===== src/rtl/hyst_pkg.sv =====
package hyst_pkg;

  // Two-bit pixel class carried through the line buffers
  typedef enum logic [1:0] {
    CLS_NONE   = 2'b00,
    CLS_WEAK   = 2'b01,
    CLS_STRONG = 2'b10
  } cls_e;

endpackage


===== src/rtl/hyst_classify.sv =====
module hyst_classify
  import hyst_pkg::*;
#(
  parameter int MAG_W = 8
) (
  input  logic             clk,
  input  logic             rst_n,
  input  logic             accept,
  input  logic [MAG_W-1:0] in_mag,
  input  logic [MAG_W-1:0] thr_hi,
  input  logic [MAG_W-1:0] thr_lo,
  output cls_e             cls_o
);

  logic [MAG_W-1:0] hi_q, lo_q;
  logic [MAG_W-1:0] hi_eff, lo_eff;
  cls_e             cls_d, cls_q;

  // the accepting cycle already uses the fresh pair
  always_comb begin
    hi_eff = accept ? thr_hi : hi_q;
    lo_eff = accept ? thr_lo : lo_q;
    if (in_mag > hi_eff)      cls_d = CLS_STRONG;
    else if (in_mag > lo_eff) cls_d = CLS_WEAK;
    else                      cls_d = CLS_NONE;
  end

  always_ff @(posedge clk or negedge rst_n) begin
    if (!rst_n) begin
      hi_q <= '0;
      lo_q <= '0;
    end else if (accept) begin
      hi_q <= thr_hi;
      lo_q <= thr_lo;
    end
  end

  always_ff @(posedge clk or negedge rst_n) begin
    if (!rst_n) cls_q <= CLS_NONE;
    else        cls_q <= cls_d;
  end

  assign cls_o = cls_q;

endmodule


===== src/rtl/hyst_seq.sv =====
module hyst_seq #(
  parameter int IMG_W = 16,
  parameter int IMG_H = 8,
  localparam int NPIX      = IMG_W * IMG_H,
  localparam int LAST_SLOT = NPIX + IMG_W,
  localparam int FIRST_CTR = IMG_W + 1,
  localparam int SLOT_W    = $clog2(LAST_SLOT + 1),
  localparam int CX_W      = $clog2(IMG_W),
  localparam int CY_W      = $clog2(IMG_H)
) (
  input  logic              clk,
  input  logic              rst_n,
  input  logic              in_valid,
  input  logic              in_sof,
  output logic              accept,
  output logic              run_o,
  output logic [SLOT_W-1:0] slot_o,
  output logic              ctr_vld_o,
  output logic [CX_W-1:0]   cx_o,
  output logic [CY_W-1:0]   cy_o
);

  logic              run_d, run_q;
  logic [SLOT_W-1:0] slot_d, slot_q;
  logic              ctr_vld_d, ctr_vld_q;
  logic [CX_W-1:0]   cx_d, cx_q;
  logic [CY_W-1:0]   cy_d, cy_q;

  always_comb begin
    accept = in_valid && in_sof && !run_q;
    run_d  = run_q;
    slot_d = slot_q;
    if (accept) begin
      run_d  = 1'b1;
      slot_d = '0;
    end else if (run_q) begin
      if (slot_q == SLOT_W'(LAST_SLOT)) run_d  = 1'b0;
      else                              slot_d = slot_q + SLOT_W'(1);
    end

    // window centre trails the newest slot by one row plus one pixel
    ctr_vld_d = run_q && (slot_q >= SLOT_W'(FIRST_CTR));
    cx_d      = cx_q;
    cy_d      = cy_q;
    if (run_q && slot_q == SLOT_W'(FIRST_CTR)) begin
      cx_d = '0;
      cy_d = '0;
    end else if (ctr_vld_d) begin
      if (cx_q == CX_W'(IMG_W - 1)) begin
        cx_d = '0;
        cy_d = cy_q + CY_W'(1);
      end else begin
        cx_d = cx_q + CX_W'(1);
      end
    end
  end

  always_ff @(posedge clk or negedge rst_n) begin
    if (!rst_n) begin
      run_q     <= 1'b0;
      slot_q    <= '0;
      ctr_vld_q <= 1'b0;
      cx_q      <= '0;
      cy_q      <= '0;
    end else begin
      run_q     <= run_d;
      slot_q    <= slot_d;
      ctr_vld_q <= ctr_vld_d;
      cx_q      <= cx_d;
      cy_q      <= cy_d;
    end
  end

  assign run_o     = run_q;
  assign slot_o    = slot_q;
  assign ctr_vld_o = ctr_vld_q;
  assign cx_o      = cx_q;
  assign cy_o      = cy_q;

endmodule


===== src/rtl/hyst_linebuf.sv =====
module hyst_linebuf
  import hyst_pkg::*;
#(
  parameter int DEPTH = 16
) (
  input  logic clk,
  input  logic rst_n,
  input  logic en,
  input  cls_e din,
  output cls_e dout
);

  cls_e sr_q [DEPTH];

  always_ff @(posedge clk or negedge rst_n) begin
    if (!rst_n) begin
      for (int i = 0; i < DEPTH; i++) sr_q[i] <= CLS_NONE;
    end else if (en) begin
      sr_q[0] <= din;
      for (int i = 1; i < DEPTH; i++) sr_q[i] <= sr_q[i-1];
    end
  end

  assign dout = sr_q[DEPTH-1];

endmodule


===== src/rtl/hyst_window.sv =====
module hyst_window
  import hyst_pkg::*;
#(
  parameter int IMG_W = 16,
  parameter int IMG_H = 8,
  localparam int CX_W = $clog2(IMG_W),
  localparam int CY_W = $clog2(IMG_H)
) (
  input  logic            clk,
  input  logic            rst_n,
  input  logic            shift_en,
  input  cls_e            row_src [3],
  input  logic            ctr_vld,
  input  logic [CX_W-1:0] cx,
  input  logic [CY_W-1:0] cy,
  output logic            out_valid,
  output logic [7:0]      out_pix,
  output logic            out_sof,
  output logic            out_eof
);

  // win_q[r][c]: r=0 row below centre, r=2 row above; c=2 rightmost
  cls_e       win_q [3][3];
  logic [2:0] row_ok, col_ok;
  logic       any_strong, keep;
  logic       vld_d, sof_d, eof_d;
  logic [7:0] pix_d;

  always_ff @(posedge clk or negedge rst_n) begin
    if (!rst_n) begin
      for (int r = 0; r < 3; r++)
        for (int c = 0; c < 3; c++) win_q[r][c] <= CLS_NONE;
    end else if (shift_en) begin
      for (int r = 0; r < 3; r++) begin
        win_q[r][0] <= win_q[r][1];
        win_q[r][1] <= win_q[r][2];
        win_q[r][2] <= row_src[r];
      end
    end
  end

  always_comb begin
    row_ok[0] = (cy != CY_W'(IMG_H - 1));
    row_ok[1] = 1'b1;
    row_ok[2] = (cy != '0);
    col_ok[0] = (cx != '0);
    col_ok[1] = 1'b1;
    col_ok[2] = (cx != CX_W'(IMG_W - 1));
    any_strong = 1'b0;
    for (int r = 0; r < 3; r++)
      for (int c = 0; c < 3; c++)
        if (!(r == 1 && c == 1) && row_ok[r] && col_ok[c] &&
            win_q[r][c] == CLS_STRONG)
          any_strong = 1'b1;
    keep  = (win_q[1][1] == CLS_STRONG) ||
            (win_q[1][1] == CLS_WEAK && any_strong);
    vld_d = ctr_vld;
    pix_d = (ctr_vld && keep) ? 8'hFF : 8'h00;
    sof_d = ctr_vld && cx == '0 && cy == '0;
    eof_d = ctr_vld && cx == CX_W'(IMG_W - 1) && cy == CY_W'(IMG_H - 1);
  end

  always_ff @(posedge clk or negedge rst_n) begin
    if (!rst_n) begin
      out_valid <= 1'b0;
      out_pix   <= 8'h00;
      out_sof   <= 1'b0;
      out_eof   <= 1'b0;
    end else begin
      out_valid <= vld_d;
      out_pix   <= pix_d;
      out_sof   <= sof_d;
      out_eof   <= eof_d;
    end
  end

endmodule


===== src/rtl/hyst_edge_top.sv =====
module hyst_edge_top
  import hyst_pkg::*;
#(
  parameter int IMG_W = 16,
  parameter int IMG_H = 8,
  parameter int MAG_W = 8,
  localparam int NPIX   = IMG_W * IMG_H,
  localparam int SLOT_W = $clog2(NPIX + IMG_W + 1),
  localparam int CX_W   = $clog2(IMG_W),
  localparam int CY_W   = $clog2(IMG_H),
  localparam int NLINES = 2
) (
  input  logic             clk,
  input  logic             rst_n,
  input  logic             in_valid,
  input  logic             in_sof,
  input  logic [MAG_W-1:0] in_mag,
  input  logic [MAG_W-1:0] thr_hi,
  input  logic [MAG_W-1:0] thr_lo,
  output logic             out_valid,
  output logic [7:0]       out_pix,
  output logic             out_sof,
  output logic             out_eof
);

  logic              accept;
  logic              run_q;
  logic [SLOT_W-1:0] slot_q;
  logic              ctr_vld;
  logic [CX_W-1:0]   cx;
  logic [CY_W-1:0]   cy;
  cls_e              line_tap [NLINES+1];

  hyst_seq #(.IMG_W(IMG_W), .IMG_H(IMG_H)) u_seq (
    .clk      (clk),
    .rst_n    (rst_n),
    .in_valid (in_valid),
    .in_sof   (in_sof),
    .accept   (accept),
    .run_o    (run_q),
    .slot_o   (slot_q),
    .ctr_vld_o(ctr_vld),
    .cx_o     (cx),
    .cy_o     (cy)
  );

  hyst_classify #(.MAG_W(MAG_W)) u_cls (
    .clk    (clk),
    .rst_n  (rst_n),
    .accept (accept),
    .in_mag (in_mag),
    .thr_hi (thr_hi),
    .thr_lo (thr_lo),
    .cls_o  (line_tap[0])
  );

  for (genvar g = 0; g < NLINES; g++) begin : g_line
    hyst_linebuf #(.DEPTH(IMG_W)) u_lb (
      .clk  (clk),
      .rst_n(rst_n),
      .en   (run_q),
      .din  (line_tap[g]),
      .dout (line_tap[g+1])
    );
  end

  hyst_window #(.IMG_W(IMG_W), .IMG_H(IMG_H)) u_win (
    .clk      (clk),
    .rst_n    (rst_n),
    .shift_en (run_q),
    .row_src  (line_tap),
    .ctr_vld  (ctr_vld),
    .cx       (cx),
    .cy       (cy),
    .out_valid(out_valid),
    .out_pix  (out_pix),
    .out_sof  (out_sof),
    .out_eof  (out_eof)
  );

endmodule


===== config.mk =====
export PLATFORM = sky130hd
export DESIGN_NAME = hyst_edge_top
export DESIGN_NICKNAME = d
export VERILOG_FILES = /design/src/rtl/hyst_pkg.sv /design/src/rtl/hyst_classify.sv /design/src/rtl/hyst_seq.sv /design/src/rtl/hyst_linebuf.sv /design/src/rtl/hyst_window.sv /design/src/rtl/hyst_edge_top.sv
export SDC_FILE = /design/constraint.sdc
export NUM_CORES = 1
export LEC_CHECK = 0
export BUFFER_PORTS_ARGS = -buffer_cell sky130_fd_sc_hd__clkbuf_2
export CAP_MARGIN = 20
export CORE_UTILIZATION = 30
export DETAILED_ROUTE_END_ITERATION = 7
export SLEW_MARGIN = 20
export SYNTH_ARGS = -nofsm -noshare
export SYNTH_HDL_FRONTEND = slang
export SYNTH_HIERARCHICAL = 1
export SYNTH_SLANG_ARGS = --single-unit

===== constraint.sdc =====
create_clock -name clk -period 3.8 [get_ports clk]
set_clock_uncertainty 0.15 [all_clocks]
set_input_delay 0.95 -clock clk [delete_from_list [all_inputs] [get_ports clk]]
set_output_delay 0.95 -clock clk [all_outputs]
set_load 0.02 [all_outputs]

==> qor.yml, run 1 <==
n_antenna_cell: 0
p_clk_frac: 0.516
drcViolationCount: 1
numCtsBuffers: 17
r2r_slack_ns: 0.87
crit_start: "u_seq/run_o"
hold_class: "register to register"
hold_violations: 0
postCtsSetupRepairBufs: 0
cts_tree: "done"
powerDensity_nw_per_um2: 506.8
fillers: 1779
cts_sinks: 121
drt.antenna.violating_nets: 0
cp-end-kind: "register"
grt_setup_unrepaired: "no"
synth_cells: 402
status: "finished with violations"
final_core_util: 0.3588
antenna_found_initial: 0
yosysUniqueCellTypes: 51
detail_route.wirelength_um: 9335
cp-endpoint: "u_cls/cls_o[0]"
whs_ns: 0.3166
drive_gt1_frac: 0.3385
arrival_ns: 3.11
port_buffers: 38
die_w_um: 139.0
irDropWorstVdd_mv: 0.3451
synth_area_um2: 5627
clk_latency_ns: 0.41
area_delta_synth_final_pct: 15.72
cts_buffer_depth: 2
start_kind: "register"
synth-edff-count: 0
dp_slack_ns: 0.6302
ios: 39
regToRegEndpoint: "u_cls/cls_o[0]"
min_period_ns: 2.928
place_congestion: 0.7755
worstRegToRegCells: 11
grt_max_degree: 66
p_int_w: 0.002632
max_cap_violations: 0
synth-seq-area-share: 0.5381
combPwrFrac: 0.058
cts_root_buffer: "clkbuf_16"
cp.required_ns: 3.98
drt-wirelength-per-cell_um: 13.77
overflow: 0
vias_per_cell: 4.560
setup_tns_ns: 0
async_reset_ff_frac: 1.000
netSwitchingPower_w: 0.0006680
grt_pass1_wl_um: 16700
setup_violations: 0
syn_area_per_cell_um2: 14.00
period_share: 0.7705
grt_pass1_vias: 3421
max-slew-margin-rel: 0.3243
violations: "DRC"
nNetsFinal: 485
firstDrtPassIters: 6
hpwl_um: 6197
drt_iter0_drc: 191
critPathMaxFanout: 32
p_leak_nw: 3.236
worst_pin_slew_ns: 1.013
grtUsageTotal: 0.1101
fmax_mhz: 341.5
die_area_um2: 19310
cts.repair.resized: 0
initial_core_util: 0.3101
cts-hold-fix-buffers: 0
timing.rr.start: "u_seq/run_o"
ys.flop_type: "dfrtp_1"
yosys_warnings: 6
htreeDepth: 4
clkTransAtPathRegs_ns: 0.05
rows: 49
fp.coreArea_um2: 18150
setup_ws_ns: 0.8721
critPathKind: "register to register"
synth_seq_cells: 121
maxSlewViolCount: 0
syn_nets: 451
sw_frac_of_total: 0.2024
pwr-share-seq: 0.426
num_vias: 3092
fp.dieH_um: 139.0
[kinds of logic (layout without fill, tap and decap cells)]
family                   count (synthesis)  in the layout  synth area share
multiplexers                            95             95            0.2270
buffers and inverters                   54            101           0.06582
flip-flops                             121            121            0.5381
AND/OR/NAND/NOR                         63             63           0.06627
XOR/XNOR                                 2              2          0.003114
adder cells (fa/ha/maj)                 21             21           0.04670
AO/OA/AOI/OAI                           46             46           0.05292
[worst max-delay path: stages, from the launching register on]
cell,delay [ns]
dfrtp_4,0.65
inv_1,0.16
nand3_1,0.19
inv_1,0.11
buf_4,0.30
mux2i_1,0.30
ha_1,0.28
nor2b_4,0.13
o211ai_2,0.12
a21oi_1,0.08
o22a_2,0.20
nor3_2,0.17
[power groups by stage]
stage	sequential (W)	combinational, W	clock [W]
2_1_floorplan	0.00141	0.000144	0
3_3_place_gp	0.00142	0.000193	0
3_5_place_dp	0.00142	0.000198	0
4_1_cts	0.00141	0.000199	0.00174
5_1_grt	0.00141	0.000215	0.00182
6_report	0.00140	0.000193	0.00170
[how the worst min path moves through the flow]
stage | from | end | slack [ns] | cells after the start
after global placement | u_seq/ctr_vld_o | u_win/out_valid | 0.30 | 0
after detailed placement | u_seq/ctr_vld_o | u_win/out_valid | 0.31 | 0
after CTS | u_seq/ctr_vld_o | u_win/out_valid | 0.32 | 0
final | u_seq/ctr_vld_o | u_win/out_valid | 0.32 | 0
after global routing | u_seq/ctr_vld_o | u_win/out_valid | 0.33 | 0
after floorplan | u_seq/ctr_vld_o | u_win/out_valid | 0.25 | 0
[cell usage after synthesis (all sizes together), types with 2 or more instances]
cell type	instances	area (um2)
a211oi	2	15.01
a21oi	14	81.33
o32ai	3	26.28
or3	6	38.79
mux2	81	1137
nand4	5	31.28
mux2i	14	140.1
nand2	13	48.80
nor2	7	26.28
dfrtp	121	3028
nand3b	2	15.01
buf	26	265.3
nand3	10	50.05
nor3	4	30.03
o211ai	4	35.03
nor4b	2	23.77
ha	21	262.8
and4	2	20.02
o21ai	15	75.07
nor2b	2	20.02
inv	28	105.1
and3	4	26.28
a31oi	2	12.51
[metrics by stage]
step / instances / power, W / cell area (um2)
6_report: 678 / 0.003300 / 6511
5_1_grt: 678 / 0.003447 / 6511
4_1_cts: 678 / 0.003348 / 6511
3_5_place_dp: 646 / 0.001623 / 5879
3_3_place_gp: 646 / 0.001614 / 5879
2_1_floorplan: 402 / 0.001556 / 5627
[cell usage in the layout, fill, tap and decap left out, types with 3 or more instances in the layout]
cell	instances
dfrtp_1	120
mux2_4	60
clkbuf_2	37
inv_1	28
ha_1	21
clkbuf_16	17
mux2i_1	14
nand2_1	13
mux2_1	12
a21oi_1	11
o21ai_0	10
nand3_1	10
mux2_2	9
nor2_1	7
nand4_1	5
or3_1	5
o21ai_1	5
clkinv_2	4
clkbuf_8	4
bufinv_16	4
clkbuf_1	3
buf_4	3
o211ai_1	3
a21oi_2	3
and3_1	3
o32ai_1	3
[layout make-up]
class / instances / area, um2 / area share
timing repair buffer: 41 / 227.7 / 0.03497
tap: 229 / 286.5 / 0.04400
inverter: 28 / 105.1 / 0.01614
sequential: 121 / 3032 / 0.4656
clock buffer: 24 / 491.7 / 0.07552
multi-input combinational: 227 / 2228 / 0.3422
clock inverter: 8 / 140.1 / 0.02152
[sequential cells by signal, summed over array words and instances, names as in the netlist]
register	cells
u_win/out_eof	1
u_cls/hi_q	8
u_win/win_q	18
g_line.u_lb/dout	4
u_win/out_valid	1
u_cls/lo_q	8
u_seq/cx_o	4
u_win/out_sof	1
u_win/out_pix	1
u_seq/ctr_vld_o	1
u_seq/run_o	1
u_seq/slot_o	8
g_line.u_lb/sr_q	60
u_cls/cls_o	2
u_seq/cy_o	3
[per-layer routing]
layer  share of wire  GRT usage  up-vias
met2            0.48     0.1651       38
met1            0.47     0.1383     1568
met3           0.042    0.04834       11
met4           0.012    0.04561        0
met5               0          0        -
li1                -          -     1475
Power figures use the tool's default switching activity.
==> inputs of run 2 (changes only) <==
Clock period 3.8 ns to 2.99 ns, I/O delays scaled along.
==> run 2 against run 1 <==
Effect of this change:
- the flow still finishes with violations (DRC)
- largest cell class unchanged
- first-iteration DRC count grew 9.9%
- power grew 16%
- final cell count grew 0.59%
- non-clock buffer count rose by 4
- sequential share of layout area grew 0.52 points
- count of clock-buffer cells in the layout fell by 2
- global-route usage down 0.062 points
- sequential power up 27%
- combinational power grew 31%
- cell area shrank 1.1%
- clock power rose by 5%
- via count increased by 1.4%
==> qor.yml, run 2 (synthesized netlist as in run 1, its figures left out) <==
detail_route.wirelength_um: 9477
max_cap_violations: 0
crit_start: "u_seq/run_o"
final_cell_mix: "dfrtp_1, mux2_4, clkbuf_2, inv_1, ha_1"
ios: 39
port_buffers: 38
initial_core_util: 0.3101
critPathKind: "register to register"
cts_buffer_depth: 2
critPathMaxFanout: 20
nNetsFinal: 489
drive_gt1_frac: 0.3444
grtUsageTotal: 0.1095
r2r_slack_ns: 0.47
fp.dieH_um: 139.0
cp-end-kind: "register"
drt-wirelength-per-cell_um: 13.90
die_area_um2: 19310
grt_setup_unrepaired: "no"
hold_violations: 0
fp.coreArea_um2: 18150
worst_pin_slew_ns: 0.7910
timing.rr.start: "u_seq/run_o"
whs_ns: 0.2145
cts_root_buffer: "clkbuf_16"
die_w_um: 139.0
setup_violations: 0
place_congestion: 0.7738
period_share: 0.8444
n_antenna_cell: 0
clk_latency_ns: 0.41
numCtsBuffers: 17
antenna_found_initial: 0
firstDrtPassIters: 6
clkTransAtPathRegs_ns: 0.05
cp.required_ns: 3.18
vias_per_cell: 4.597
cts_tree: "done"
htreeDepth: 4
dp_slack_ns: 0.1748
worstRegToRegCells: 11
hpwl_um: 6170
drt.antenna.violating_nets: 0
fin_cells: 682
violations: "DRC"
rows: 49
irDropWorstVdd_mv: 0.4392
placed_area_um2: 5922
hold_class: "primary input to async pin"
grt_pass1_vias: 3381
drcViolationCount: 1
postCtsSetupRepairBufs: 0
regMostFlops: "g_line.u_lb/sr_q"
setup_tns_ns: 0
drt_iter0_drc: 210
regToRegEndpoint: "u_cls/cls_o[0]"
area_delta_synth_final_pct: 14.43
start_kind: "register"
setup_ws_ns: 0.4651
finalInstanceArea_um2: 6439
cts_sinks: 121
largest_reg_flops: 60
dp.cells: 650
num_vias: 3135
max-slew-margin-rel: 0.4702
arrival_ns: 2.72
layout_commonest_cell: "dfrtp_1"
cts-hold-fix-buffers: 0
grt_max_degree: 53
p_leak_nw: 3.206
maxSlewViolCount: 0
cts.repair.resized: 0
grt_pass1_wl_um: 16680
largestRegisters: "g_line.u_lb/sr_q x60, u_win/win_q x18"
min_period_ns: 2.525
overflow: 0
cp-endpoint: "u_cls/cls_o[0]"
powerDensity_nw_per_um2: 592.7
fmax_mhz: 396.1
status: "finished with violations"
[run 2: layout make-up]
class / count / area [um2]
fillers: 1770 / 11710
flip-flops and latches: 121 / 3032
multi-input cells: 227 / 2228
clock buffers: 22 / 464.2
well taps: 229 / 286.5
repair buffers: 45 / 270.3
inverters: 28 / 105.1
clock inverters: 10 / 52.55
[run 2: worst min-delay path by stage]
stage	to	slack [ns]	depth (start not counted)
floorplan	u_win/out_valid	0.25	0
global placement	u_win/out_valid	0.28	0
detailed placement	u_win/out_valid	0.29	0
CTS	g_line[1].u_lb/sr_q[9]	0.23	1
global route	g_line[1].u_lb/sr_q[7]	0.25	1
finish	g_line[1].u_lb/sr_q[7]	0.21	1
[run 2: per-layer routing]
layer	vias to the layer above	GRT usage	share of wire
met4	0	0.05263	0.018
met5	-	0	0
met3	16	0.03833	0.032
met1	1598	0.1413	0.47
li1	1480	-	-
met2	41	0.1637	0.48
[run 2: power breakdown]
group	total, W	internal [W]	switching [W]
sequential	0.00178	0.00173	0.0000562
clock	0.00178	0.00108	0.000695
combinational	0.000252	0.000142	0.000110
total	0.00382	0.00296	0.000861
[run 2: critical path, cell delays in order (launching register included)]
cell and delay [ns]:
dfrtp_4 0.46, inv_1 0.09, nand3_1 0.17, inv_1 0.15, buf_12 0.19, mux2i_1 0.26
ha_1 0.28, nor2b_4 0.13, o211ai_2 0.13, a21oi_1 0.08, o22a_2 0.20, nor3_2 0.16
[run 2: stage by stage]
stage,total power (W),utilization
finish,0.003817,0.3548
global route,0.003985,0.3548
CTS,0.003880,0.3548
detailed placement,0.002065,0.3263
global placement,0.002055,0.3263
floorplan,0.001978,-
==> inputs of run 3 (changes only) <==
Settings changed: ABC_AREA set to 1.
Clock period 2.99 ns to 2.6 ns, I/O delays scaled along.
==> run 3 against run 2 <==
Effect of this change:
- the flow now finishes without violations
- synthesized cell count up 64%
- register-to-register slack worse by 0.14 ns
- combinational power up 3%
- non-clock buffer count unchanged
- power up 26%
- maximum frequency up 11%
- cell area up 3.3%
- global-route usage up 0.20 points
- core utilization up 0.072 points
- synthesized area up 1.9%
- die area up 1.9%
- sequential cell count unchanged
- critical path type unchanged
- largest power group is now clock
==> qor.yml, run 3 <==
regMostFlops: "g_line.u_lb/sr_q"
nNetsFinal: 740
grt_pass1_vias: 3834
initial_core_util: 0.3065
power.total_w: 0.004799
grtUsageTotal: 0.1116
largestRegisters: "g_line.u_lb/sr_q x60, u_win/win_q x18"
min_period_ns: 2.278
htreeDepth: 4
hold_violations: 0
antenna_found_initial: 0
largest_reg_flops: 60
drt.antenna.violating_nets: 0
irDropWorstVdd_mv: 0.4790
ys.flop_type: "dfrtp_1"
grt_pass1_wl_um: 17600
synth_area_leaders: "dfrtp_1, nand2_1, ha_1"
sw_frac_of_total: 0.2247
yosys_warnings: 6
cts_tree: "done"
die_area_um2: 19670
die_w_um: 140.2
drive_gt1_frac: 0.1989
ios: 39
period_share: 0.8761
r2r_slack_ns: 0.32
area_delta_synth_final_pct: 16.00
n_antenna_cell: 0
p_int_w: 0.003721
worst_pin_slew_ns: 0.8515
cts_buffer_depth: 2
place_congestion: 0.7706
timing.rr.start: "u_seq/run_o"
status: "complete, no violations"
netSwitchingPower_w: 0.001079
fp.coreArea_um2: 18710
start_kind: "register"
setup_ws_ns: 0.3221
synth_seq_cells: 121
syn_area_per_cell_um2: 8.700
max-slew-margin-rel: 0.4323
yosysMostFrequentCell: "nand2_1"
synth-seq-area-share: 0.5282
grt_setup_unrepaired: "no"
layout_commonest_cell: "nand2_1"
cts_sinks: 121
postCtsSetupRepairBufs: 0
fillers: 1881
critPathKind: "register to register"
cts-hold-fix-buffers: 0
firstDrtPassIters: 6
max_cap_violations: 0
critPathMaxFanout: 22
setup_tns_ns: 0
setup_violations: 0
combPwrFrac: 0.054
drcViolationCount: 0
p_leak_nw: 3.531
yosys.area.top_type: "dfrtp_1"
regToRegEndpoint: "u_cls/cls_o[0]"
drt-wirelength-per-cell_um: 10.38
synth.top_cell.area_share: 0.5282
synth_cells: 659
num_vias: 3955
maxSlewViolCount: 0
numCtsBuffers: 17
drt_iter0_drc: 250
yosysUniqueCellTypes: 29
fp.dieH_um: 140.2
clkTransAtPathRegs_ns: 0.06
cts_root_buffer: "clkbuf_16"
hold_class: "primary input to async pin"
hpwl_um: 6397
synth_area_um2: 5733
cp-end-kind: "register"
arrival_ns: 2.43
final_cell_mix: "nand2_1, dfrtp_1, inv_1, clkbuf_2"
overflow: 0
fmax_mhz: 439.0
vias_per_cell: 4.216
powerDensity_nw_per_um2: 721.7
grt_max_degree: 84
clk_latency_ns: 0.41
syn_nets: 708
pwr-share-seq: 0.427
p_clk_frac: 0.519
cp.required_ns: 2.76
dp_slack_ns: 0.1458
detail_route.wirelength_um: 9733
synth_common_cells: "nand2_1, dfrtp_1, inv_1, nand3_1, nor2_1"
worstRegToRegCells: 13
async_reset_ff_frac: 1.000
cts.repair.resized: 0
port_buffers: 38
rows: 50
synth-edff-count: 0
==> run 3: metal layers <==
metal	track usage	wire, um
met4	0.04396	121
met3	0.03761	330
met1	0.1483	5068
met5	0	0
met2	0.1666	4212
==> run 3: worst max-delay path, stage by stage, from the launching register on <==
cell and delay [ns]:
dfrtp_4 0.47, inv_1 0.09, nand3_1 0.11, inv_1 0.13, buf_4 0.28, o21ai_1 0.15, ha_1 0.33, nand2_2 0.07
inv_1 0.05, nand2_1 0.04, nand2_1 0.05, nand2_1 0.06, a21oi_2 0.15, nor2_2 0.04
==> run 3: through the flow <==
stage | cell area, um2 | std cells | hold WS [ns] | util
floorplan | 5733 | 659 | 0.2037 | -
global placement | 6013 | 906 | 0.2196 | 0.3215
detailed placement | 6013 | 906 | 0.2203 | 0.3215
CTS | 6650 | 938 | 0.02647 | 0.3555
global route | 6650 | 938 | 0.04433 | 0.3555
finish | 6650 | 938 | 0.03235 | 0.3555
==> run 3: how the worst max path moves through the flow <==
stage	start	to	slack [ns]	depth (start not counted)
finish	u_seq/run_o	u_cls/cls_o[0]	0.32	13
CTS	u_seq/run_o	u_cls/cls_o[0]	0.30	13
detailed placement	in_valid	u_cls/cls_o[0]	0.15	13
floorplan	in_valid	u_cls/cls_o[0]	0.21	13
global placement	in_valid	u_cls/cls_o[0]	0.19	13
global route	u_seq/run_o	u_cls/cls_o[0]	0.08	12
==> run 3: area by class of cell <==
cell class	count	area, um2	area share
Sequential cell	121	3032	0.4559
Multi-Input combinational cell	439	2155	0.3240
Clock buffer	18	439.2	0.06604
Tap cell	234	292.8	0.04403
Timing Repair Buffer	45	270.3	0.04064
Inverter	67	264.0	0.03970
Clock inverter	14	197.7	0.02973
==> run 3: logic make-up after synthesis <==
logic type	count (synthesis)	share of synthesized area
muxes	5	0.009820
and+or+nand+nor	360	0.2649
DFF	121	0.5282
xor gates and xnor gates	6	0.009166
adders and majority gates	21	0.04583
buffers and inverters	99	0.09603
AOI/OAI and AO/OA	47	0.04605
==> run 3: power by group through the flow <==
stage | Sequential [W] | Clock (W) | Combinational [W]
2_1_floorplan | 0.00207 | 0 | 0.000178
3_3_place_gp | 0.00208 | 0 | 0.000260
3_5_place_dp | 0.00208 | 0 | 0.000265
4_1_cts | 0.00205 | 0.00256 | 0.000267
5_1_grt | 0.00206 | 0.00264 | 0.000305
6_report | 0.00205 | 0.00249 | 0.000259
